$ cat config.mk
export PLATFORM = sky130hd
export DESIGN_NAME = hostctl_gencfg
export DESIGN_NICKNAME = d
export VERILOG_FILES = /design/src/rtl/hostctl_gencfg_pkg.sv /design/src/rtl/hostctl_gencfg_regs.sv /design/src/rtl/hostctl_gencfg_ptrs.sv /design/src/rtl/hostctl_gencfg_ur.sv /design/src/rtl/hostctl_gencfg.sv
export SDC_FILE = /design/constraint.sdc
export NUM_CORES = 1
export LEC_CHECK = 0
export BUFFER_PORTS_ARGS = -buffer_cell sky130_fd_sc_hd__buf_2
export CORE_UTILIZATION = 57
export DETAILED_ROUTE_END_ITERATION = 12
export MAX_ROUTING_LAYER = met4
export PLACE_DENSITY = 0.86
export REMOVE_ABC_BUFFERS = 1
export SKIP_CTS_REPAIR_TIMING = 1
export SYNTH_ARGS = -nofsm -noshare
export SYNTH_HDL_FRONTEND = slang
export SYNTH_HIERARCHICAL = 1
export SYNTH_SLANG_ARGS = --single-unit
export TNS_END_PERCENT = 5
$ cat constraint.sdc
create_clock -name clk -period 4.8 [get_ports clk]
set_input_delay 1.2 -clock clk [delete_from_list [all_inputs] [get_ports clk]]
set_output_delay 1.2 -clock clk [all_outputs]
set_load 0.05 [all_outputs]
$ cat src/rtl/hostctl_gencfg_pkg.sv
package hostctl_gencfg_pkg;

    localparam int unsigned WORD_W  = 32;
    localparam int unsigned LANES   = WORD_W / 8;

    localparam int unsigned B_LOCK   = 31;
    localparam int unsigned B_ERRDIS = 17;
    localparam int unsigned B_MODE   = 16;
    localparam int unsigned B_FDIS   = 10;
    localparam int unsigned B_RPT    = 9;
    localparam int unsigned B_URD    = 8;

    // plain read-write fields: 17,16,15,14:12,11,9
    localparam logic [WORD_W-1:0] RW_MASK  = 32'h0003_FA00;
    // write-once fields: lock and lane 0
    localparam logic [WORD_W-1:0] WO_MASK  = 32'h8000_00FF;
    localparam logic [LANES-1:0]  WO_LANES = 4'b1001;
    // fields cleared by function-level reset (besides status)
    localparam logic [WORD_W-1:0] FLR_MASK = 32'h0001_0200;

    typedef struct packed {
        logic        lock;
        logic [12:0] rsvd;
        logic        errdis;
        logic        mode;
        logic        dpar_en;
        logic [2:0]  wsize;
        logic        cpar_en;
        logic        fdis;
        logic        rpt_en;
        logic        urd;
        logic        alt_id;
        logic        id_sel;
        logic        flr_cap;
        logic [1:0]  msize;
        logic [2:0]  asize;
    } gencfg_t;

    function automatic logic [WORD_W-1:0] lane_mask(input logic [LANES-1:0] be);
        logic [WORD_W-1:0] m;
        for (int j = 0; j < int'(LANES); j++) begin
            m[j*8 +: 8] = {8{be[j]}};
        end
        return m;
    endfunction

endpackage

$ cat src/rtl/hostctl_gencfg_regs.sv
module hostctl_gencfg_regs
    import hostctl_gencfg_pkg::*;
(
    input  logic              clk,
    input  logic              rst_plat,
    input  logic              rst_flr,
    input  logic              wr_hit,
    input  logic [LANES-1:0]  wr_be,
    input  logic [WORD_W-1:0] wr_data,
    input  logic              urd,
    output gencfg_t           cfg,
    output logic              urd_clr
);

    logic [WORD_W-1:0] q;
    logic [LANES-1:0]  wo_used;
    logic [WORD_W-1:0] nxt;
    logic [LANES-1:0]  wo_used_nxt;
    logic [WORD_W-1:0] lm;

    always_comb begin
        lm          = lane_mask(wr_be);
        nxt         = q;
        wo_used_nxt = wo_used;
        if (wr_hit) begin
            nxt = (nxt & ~(RW_MASK & lm)) | (wr_data & RW_MASK & lm);
            for (int j = 0; j < int'(LANES); j++) begin
                if (WO_LANES[j] && wr_be[j] && !wo_used[j]) begin
                    nxt[j*8 +: 8]  = wr_data[j*8 +: 8] & WO_MASK[j*8 +: 8];
                    wo_used_nxt[j] = 1'b1;
                end
            end
            if (wr_be[B_FDIS/8] && wr_data[B_FDIS]) begin
                nxt[B_FDIS] = 1'b1;
            end
        end
        if (rst_flr) begin
            nxt = nxt & ~FLR_MASK;
        end
    end

    always_ff @(posedge clk) begin
        if (rst_plat) begin
            q       <= '0;
            wo_used <= '0;
        end else begin
            q       <= nxt;
            wo_used <= wo_used_nxt;
        end
    end

    assign urd_clr = wr_hit && wr_be[B_URD/8] && wr_data[B_URD];

    always_comb begin
        cfg     = gencfg_t'(q);
        cfg.urd = urd;
    end

endmodule

$ cat src/rtl/hostctl_gencfg_ptrs.sv
module hostctl_gencfg_ptrs #(
    parameter int unsigned NPTR  = 4,
    parameter int unsigned PTR_W = 8
) (
    input  logic                       clk,
    input  logic                       rst_plat,
    input  logic                       locked,
    input  logic [NPTR-1:0]            wr_stb,
    input  logic [PTR_W-1:0]           wr_val,
    output logic [NPTR-1:0][PTR_W-1:0] ptr_q
);

    for (genvar i = 0; i < int'(NPTR); i++) begin : g_ptr
        always_ff @(posedge clk) begin
            if (rst_plat) begin
                ptr_q[i] <= '0;
            end else if (wr_stb[i] && !locked) begin
                ptr_q[i] <= wr_val;
            end
        end
    end

endmodule

$ cat src/rtl/hostctl_gencfg_ur.sv
module hostctl_gencfg_ur (
    input  logic clk,
    input  logic rst_plat,
    input  logic rst_flr,
    input  logic ur_valid,
    input  logic ur_sideband,
    input  logic serr_en,
    input  logic rpt_en,
    input  logic errdis,
    input  logic urd_clr,
    output logic urd,
    output logic sse_sts,
    output logic serr_msg
);

    logic hit;
    logic report;

    assign hit    = ur_valid && !ur_sideband;
    assign report = hit && rpt_en && serr_en;

    always_ff @(posedge clk) begin
        if (rst_plat || rst_flr) begin
            urd      <= 1'b0;
            sse_sts  <= 1'b0;
            serr_msg <= 1'b0;
        end else begin
            serr_msg <= report && !errdis;
            if (hit) begin
                urd <= 1'b1;
            end else if (urd_clr) begin
                urd <= 1'b0;
            end
            if (report) begin
                sse_sts <= 1'b1;
            end
        end
    end

endmodule

$ cat src/rtl/hostctl_gencfg.sv
module hostctl_gencfg
    import hostctl_gencfg_pkg::*;
#(
    parameter int unsigned NPTR   = 4,
    parameter int unsigned PTR_W  = 8,
    localparam int unsigned ADDR_W = $clog2(NPTR + 1)
) (
    input  logic              clk,
    input  logic              rst_plat,
    input  logic              rst_flr,
    input  logic              wr_en,
    input  logic [ADDR_W-1:0] wr_addr,
    input  logic [LANES-1:0]  wr_be,
    input  logic [WORD_W-1:0] wr_data,
    input  logic [ADDR_W-1:0] rd_addr,
    output logic [WORD_W-1:0] rd_data,
    input  logic              ur_valid,
    input  logic              ur_sideband,
    input  logic              serr_en,
    output logic              cfg_claim,
    output logic              sse_sts,
    output logic              serr_msg
);

    gencfg_t                    cfg;
    logic                       urd;
    logic                       urd_clr;
    logic                       cfg_hit;
    logic [NPTR-1:0]            ptr_stb;
    logic [NPTR-1:0][PTR_W-1:0] ptr_vec;

    assign cfg_claim = !cfg.fdis;
    assign cfg_hit   = wr_en && cfg_claim && (wr_addr == '0);

    always_comb begin
        for (int i = 0; i < int'(NPTR); i++) begin
            ptr_stb[i] = wr_en && cfg_claim && wr_be[0] && (wr_addr == ADDR_W'(i + 1));
        end
    end

    hostctl_gencfg_regs u_regs (
        .clk     (clk),
        .rst_plat(rst_plat),
        .rst_flr (rst_flr),
        .wr_hit  (cfg_hit),
        .wr_be   (wr_be),
        .wr_data (wr_data),
        .urd     (urd),
        .cfg     (cfg),
        .urd_clr (urd_clr)
    );

    hostctl_gencfg_ptrs #(.NPTR(NPTR), .PTR_W(PTR_W)) u_ptrs (
        .clk     (clk),
        .rst_plat(rst_plat),
        .locked  (cfg.lock),
        .wr_stb  (ptr_stb),
        .wr_val  (wr_data[PTR_W-1:0]),
        .ptr_q   (ptr_vec)
    );

    hostctl_gencfg_ur u_ur (
        .clk        (clk),
        .rst_plat   (rst_plat),
        .rst_flr    (rst_flr),
        .ur_valid   (ur_valid),
        .ur_sideband(ur_sideband),
        .serr_en    (serr_en),
        .rpt_en     (cfg.rpt_en),
        .errdis     (cfg.errdis),
        .urd_clr    (urd_clr),
        .urd        (urd),
        .sse_sts    (sse_sts),
        .serr_msg   (serr_msg)
    );

    always_comb begin
        rd_data = '0;
        if (cfg_claim) begin
            if (rd_addr == '0) begin
                rd_data = cfg;
            end
            for (int i = 0; i < int'(NPTR); i++) begin
                if (rd_addr == ADDR_W'(i + 1)) begin
                    rd_data = {{(WORD_W - PTR_W){1'b0}}, ptr_vec[i]};
                end
            end
        end
    end

endmodule

==> results of run 1 <==
metrics by stage:
stage / setup WS, ps / util / total power [uW]
floorplan: 1120 / - / 543
global placement: 853 / 0.631 / 584
detailed placement: 864 / 0.631 / 586
CTS: 863 / 0.649 / 850
global route: 774 / 0.649 / 876
finish: 887 / 0.649 / 848
metal layers:
metal  vias to the layer above  wire, um  track usage
met2                        55      3210        0.420
li1                       1143         -            -
met3                        12       268       0.0503
met4                         0       127       0.0844
met5                         -         0            -
met1                      1090      2850        0.298
area by class of cell:
type                            count  area (sq um)
Inverter                            2          7.51
Clock inverter                      1          8.76
Sequential cell                    55          1100
Fill cell                         441          1800
Multi-Input combinational cell    243          1750
Tap cell                           70          87.6
Timing Repair Buffer               58           295
Clock buffer                        6          82.6
layout by cell type, fill, tap and decap left out, types with 3 or more instances in the layout:
| master | n |
|---|---|
| nand2b_1 | 62 |
| buf_2 | 56 |
| dfxtp_1 | 55 |
| mux2i_1 | 41 |
| and2_1 | 23 |
| nand2_1 | 19 |
| conb_1 | 14 |
| nor2_1 | 13 |
| mux2_2 | 8 |
| o21ai_0 | 8 |
| a311oi_2 | 8 |
| nand3_1 | 8 |
| a21oi_1 | 8 |
| a21bo_1 | 7 |
| clkbuf_8 | 6 |
| nor2b_1 | 3 |
worst min-delay path by stage:
stage	endpoint	cells past startpoint	start	slack, ps
after detailed placement	u_ur/serr_msg	1	flip-flop	440
after global routing	u_ur/serr_msg	1	flip-flop	480
after CTS	u_ur/serr_msg	1	flip-flop	450
after floorplan	u_ur/serr_msg	1	flip-flop	400
final	u_ur/serr_msg	1	flip-flop	470
after global placement	u_ur/serr_msg	1	flip-flop	430
worst register-to-register path, cell delays in order, from the launching register on:
cell     delay [ps]
dfxtp_1         540
inv_1           150
nand2_1          90
nor4_2          130
buf_4           280
and3b_1         610
mux2i_1         270
power by group through the flow:
stage | combinational, uW | clock (uW) | sequential (uW)
after detailed placement | 110 | 0 | 476
after global routing | 119 | 290 | 466
after global placement | 108 | 0 | 476
final | 111 | 272 | 466
after floorplan | 67.6 | 0 | 475
after CTS | 110 | 274 | 466
logic make-up after synthesis:
| family | after synthesis | synth area share |
|---|---|---|
| DFF | 55 | 0.359 |
| buffers and inverters | 39 | 0.0853 |
| other | 2 | 0.00245 |
| muxes | 49 | 0.163 |
| AOI/OAI and AO/OA | 37 | 0.107 |
| and+or+nand+nor | 143 | 0.283 |
cells in the mapped netlist, drive strengths merged:
cell / count
nand3b: 1
nand4b: 1
nand2b: 64
a311oi: 8
nor2: 13
a21oi: 8
nor3b: 1
mux2: 8
mux2i: 41
o21ai: 8
nor2b: 3
conb: 2
and3b: 2
or3b: 1
inv: 2
and3: 2
nor4: 4
nand3: 8
clkbuf: 8
a21bo: 8
nor4bb: 1
and2: 23
a31oi: 1
dfxtp: 55
nand2: 19
a211oi: 4
buf: 29
==> metrics.csv, run 1 <==
stage,metric,value,unit
power_and_ir_drop,switching fraction of total power,0.271,
critical_path,CP max-delay cell,nor2_1,
sta,final setup vio count,0,
sta,RSZ-0062 raised after global routing,no,
sta,Setup TNS Final,0,ps
clocking,Root Buffer,clkbuf_8,
routing,wire length per cell,14.9,um
grt,first-pass GRT wire length,10200,um
place,gpl congestion,0.786,
critical_path,R2R Path End,u_regs/q[5],
routing,DR vias/cell,5.29,
final_layout,Final nets,414,
floorplanning,initial core utilization,0.596,
flow_run,Maximum Capacitance Violations,0,
sta,Slew @ Worst Pin,987,ps
power_and_ir_drop,VDD IR max,144,uV
critical_path,Crit Path Category,in2out,
routing,drt drc,0,
place,DP Wirelength,4370,um
synthesis,"top cells by area, synth","dfxtp_1 36%, mux2i_1 13%, nand2b_1 13%, and2_1 4.7%, buf_4 4.2%",
place,# port buffers,56,
routing,DRT iter0 DRCs,88,
critical_path,Worst Setup EP,rd_data[2],
grt,gr usage total,0.249,
sta,Rel. slew slack,0.342,
critical_path,CP Launch Type,primary input,
sta,clock period minus worst slack,3910,ps
sta,Hold Fails Final Rpt,0,
grt,GRT overflow,0,
critical_path,critical path startpoint,rd_addr[0],
critical_path,crit-path most repeated cell,buf_2,
place,Post-DP Area,0.00325,sq mm
sta,fin crit share,0.815,
critical_path,Worst path depth,5,
critical_path,Worst path top cell family by delay,compound AO/OA/AOI/OAI gates,
sta,Max Slew Vio Count,0,
synthesis,Post-Syn Area,0.00307,sq mm
critical_path,Crit Reg-Reg Startpoint,u_regs/q[10],
critical_path,register-to-register setup slack,2660,ps
place,DP Cell Count,428,
run_status,outcome,"complete, no violations",
clocking,clock sink count,55,
power_and_ir_drop,combinational share of power,0.130,
synthesis,"Seq/Total Area, Yosys",0.359,
synthesis,Ys Warns,6,
sta,Final Skew,11.3,ps
synthesis,Avg Inst Size Synth,9.43,sq um
synthesis,post-synth top area cell,dfxtp_1,
routing,via count,2300,
sta,fmax,256,MHz
critical_path,CP Data Required Time,3600,ps
clocking,CTS H-tree lvls,2,
floorplanning,IO Pins,84,
critical_path,critical-path cell list,"buf_2, nor2_1, o21ai_0, a311oi_2, buf_2",
critical_path,CP Capture Type,primary output,
routing,drt pass-1 iters,4,
grt,pin count of the biggest net entering global routing,73,
critical_path,R2R depth,6,
grt,number of global-route vias before repair,2171,
routing,ANT nets after route,0,
floorplanning,Die Span Y,75.3,um
clocking,CTS tree,yes,
floorplanning,die area,0.00568,sq mm
power_and_ir_drop,power share of the clock group,0.320,
floorplanning,DIE WIDTH,75.3,um
floorplanning,core footprint,0.00514,sq mm
power_and_ir_drop,internal power,618,uW
clocking,total CTS buffers,5,
final_layout,"Design Area, Final",0.00334,sq mm
power_and_ir_drop,Cell Pwr Density,254,mW/mm^2
grt,initial antenna violation count,0,
critical_path,Worst Path Buf+Inv,2,
synthesis,Yosys cell types,34,
critical_path,Critical Path AT,2710,ps
final_layout,layout cells sized above 1,0.247,
final_layout,area delta synth->final,8.86,%
synthesis,Mapped Cells,325,
floorplanning,row count,26,
synthesis,Synth Register Bits,55,
clocking,worst skew pair latency,310,ps
routing,final WL,6460,um
clocking,clock-pin slew on the worst setup and hold paths,100,ps
min_path,min-delay worst type,reg2reg,
final_layout,# diodes,0,
critical_path,CP peak stage delay,490,ps
power_and_ir_drop,leakage power,0.00149,uW
power_and_ir_drop,register share of total power,0.549,
clocking,CTS max path bufs,2,
sta,Min Hold Slack,465,ps
synthesis,post-synth top area share,0.359,
critical_path,CP Max Fanout,12,
power_and_ir_drop,Psw,230,uW
final_layout,final non-filler cell total,435,
No activity file was read; power rests on OpenSTA's default activity.
==> run 2, diff against run 1 <==
CORE_UTILIZATION = 47   (was 57)
PLACE_DENSITY = 0.76   (was 0.86)
clock period = 3.6 ns   (was 4.8 ns; I/O delays follow)
==> metrics.csv, run 2 (synthesis results as in run 1) <==
stage,metric,value,unit
run_status,outcome,"complete, no violations",
floorplanning,Die Span Y,82.8,um
clocking,total CTS buffers,5,
critical_path,Worst Path Buf+Inv,2,
clocking,clock-pin slew on the worst setup and hold paths,100,ps
routing,drt pass-1 iters,4,
critical_path,CP peak stage delay,450,ps
final_layout,Final nets,419,
sta,clock period minus worst slack,3200,ps
final_layout,layout cells sized above 1,0.259,
final_layout,# diodes,0,
critical_path,Critical Path AT,2300,ps
routing,via count,2312,
critical_path,CP Launch Type,primary input,
place,gpl congestion,0.784,
sta,"Worst Setup Slack, final",404,ps
floorplanning,die area,0.00685,sq mm
power_and_ir_drop,leakage power,0.00153,uW
floorplanning,row count,29,
final_layout,"most common cell after layout, fill and taps aside",nand2b_1,
routing,drt drc,0,
min_path,hold endpoint,u_ur/serr_msg,
sta,Rel. slew slack,0.354,
final_layout,"Design Area, Final",0.00341,sq mm
clocking,CTS max path bufs,2,
sta,Setup TNS Final,0,ps
critical_path,Crit Path Category,in2out,
power_and_ir_drop,VDD IR max,177,uV
floorplanning,core footprint,0.00631,sq mm
critical_path,register-to-register setup slack,1410,ps
routing,ANT nets after route,0,
clocking,Root Buffer,clkbuf_8,
place,DP Wirelength,4470,um
critical_path,critical-path cell list,"buf_2, nor3b_4, nand2_1, a311oi_2, buf_2",
routing,final WL,6510,um
clocking,clock sink count,55,
routing,DR vias/cell,5.16,
min_path,WHS Path Cells,1,
critical_path,CP Max Fanout,8,
sta,fmax,313,MHz
critical_path,R2R Path End,u_ptrs/ptr_q[13],
floorplanning,initial core utilization,0.486,
grt,pin count of the biggest net entering global routing,73,
critical_path,crit-path most repeated cell,buf_2,
grt,first-pass GRT wire length,10100,um
critical_path,CP max-delay cell,nor3b_4,
flow_run,Maximum Capacitance Violations,0,
final_layout,area delta synth->final,11.1,%
critical_path,Worst path top cell family by delay,simple AND/OR/NAND/NOR gates,
clocking,CTS H-tree lvls,2,
sta,Slew @ Worst Pin,969,ps
place,pre-CTS setup slack,423,ps
floorplanning,IO Pins,84,
clocking,CTS tree,yes,
grt,GRT overflow,0,
sta,Hold Fails Final Rpt,0,
final_layout,Layout Utilization,0.540,
sta,RSZ-0062 raised after global routing,no,
critical_path,CP Capture Type,primary output,
routing,DRT iter0 DRCs,160,
critical_path,CP Data Required Time,2700,ps
place,Post-DP Area,0.00329,sq mm
critical_path,Crit Reg-Reg Startpoint,u_regs/q[10],
min_path,min-delay worst type,reg2reg,
floorplanning,DIE WIDTH,82.8,um
grt,initial antenna violation count,0,
sta,Max Slew Vio Count,0,
routing,wire length per cell,14.5,um
place,# port buffers,56,
final_layout,most frequent cells in the layout,"62 x nand2b_1, 56 x buf_2, 55 x dfxtp_1, 41 x mux2i_1, 23 x and2_1",
grt,number of global-route vias before repair,2178,
final_layout,filler instances,582,
power_and_ir_drop,Cell Pwr Density,351,mW/mm^2
critical_path,critical path startpoint,rd_addr[0],
sta,Final Skew,14.4,ps
critical_path,Worst path depth,5,
sta,fin crit share,0.888,
grt,gr usage total,0.206,
critical_path,R2R depth,5,
clocking,worst skew pair latency,320,ps
sta,final setup vio count,0,
## run 2: per-layer routing
metal | share of wire | track usage
met1 | 0.45 | 0.239
met2 | 0.49 | 0.343
met3 | 0.030 | 0.0407
met4 | 0.025 | 0.0931
met5 | 0 | -
## run 2: how the worst max path moves through the flow
stage / slack [ps] / end
detailed placement: 420 / rd_data[5]
CTS: 420 / rd_data[5]
global route: 330 / rd_data[5]
finish: 400 / rd_data[5]
floorplan: 240 / u_regs/q[0]
global placement: 420 / rd_data[5]
## run 2: layout make-up
class	count	area [sq um]	area share
clock buffer	5	68.8	0.0202
clock inverter	3	46.3	0.0136
inverter	2	7.51	0.00220
multi-input combinational	243	1750	0.515
sequential	55	1100	0.323
tap	77	96.3	0.0283
timing repair buffer	63	333	0.0977
## run 2: power breakdown
group	total (uW)	leakage (uW)	internal (uW)	switching (uW)
clock network	421	0.0000548	210	211
logic	152	0.00103	56.6	95.8
registers	621	0.000444	616	4.76
total	1190	0.00153	882	312
## run 2: stage by stage
step | std cells | hold slack, ps | total power [uW]
after CTS | 448 | 462 | 1210
after global placement | 440 | 433 | 784
after floorplan | 300 | 405 | 723
after detailed placement | 440 | 447 | 787
final | 448 | 455 | 1190
after global routing | 448 | 487 | 1240
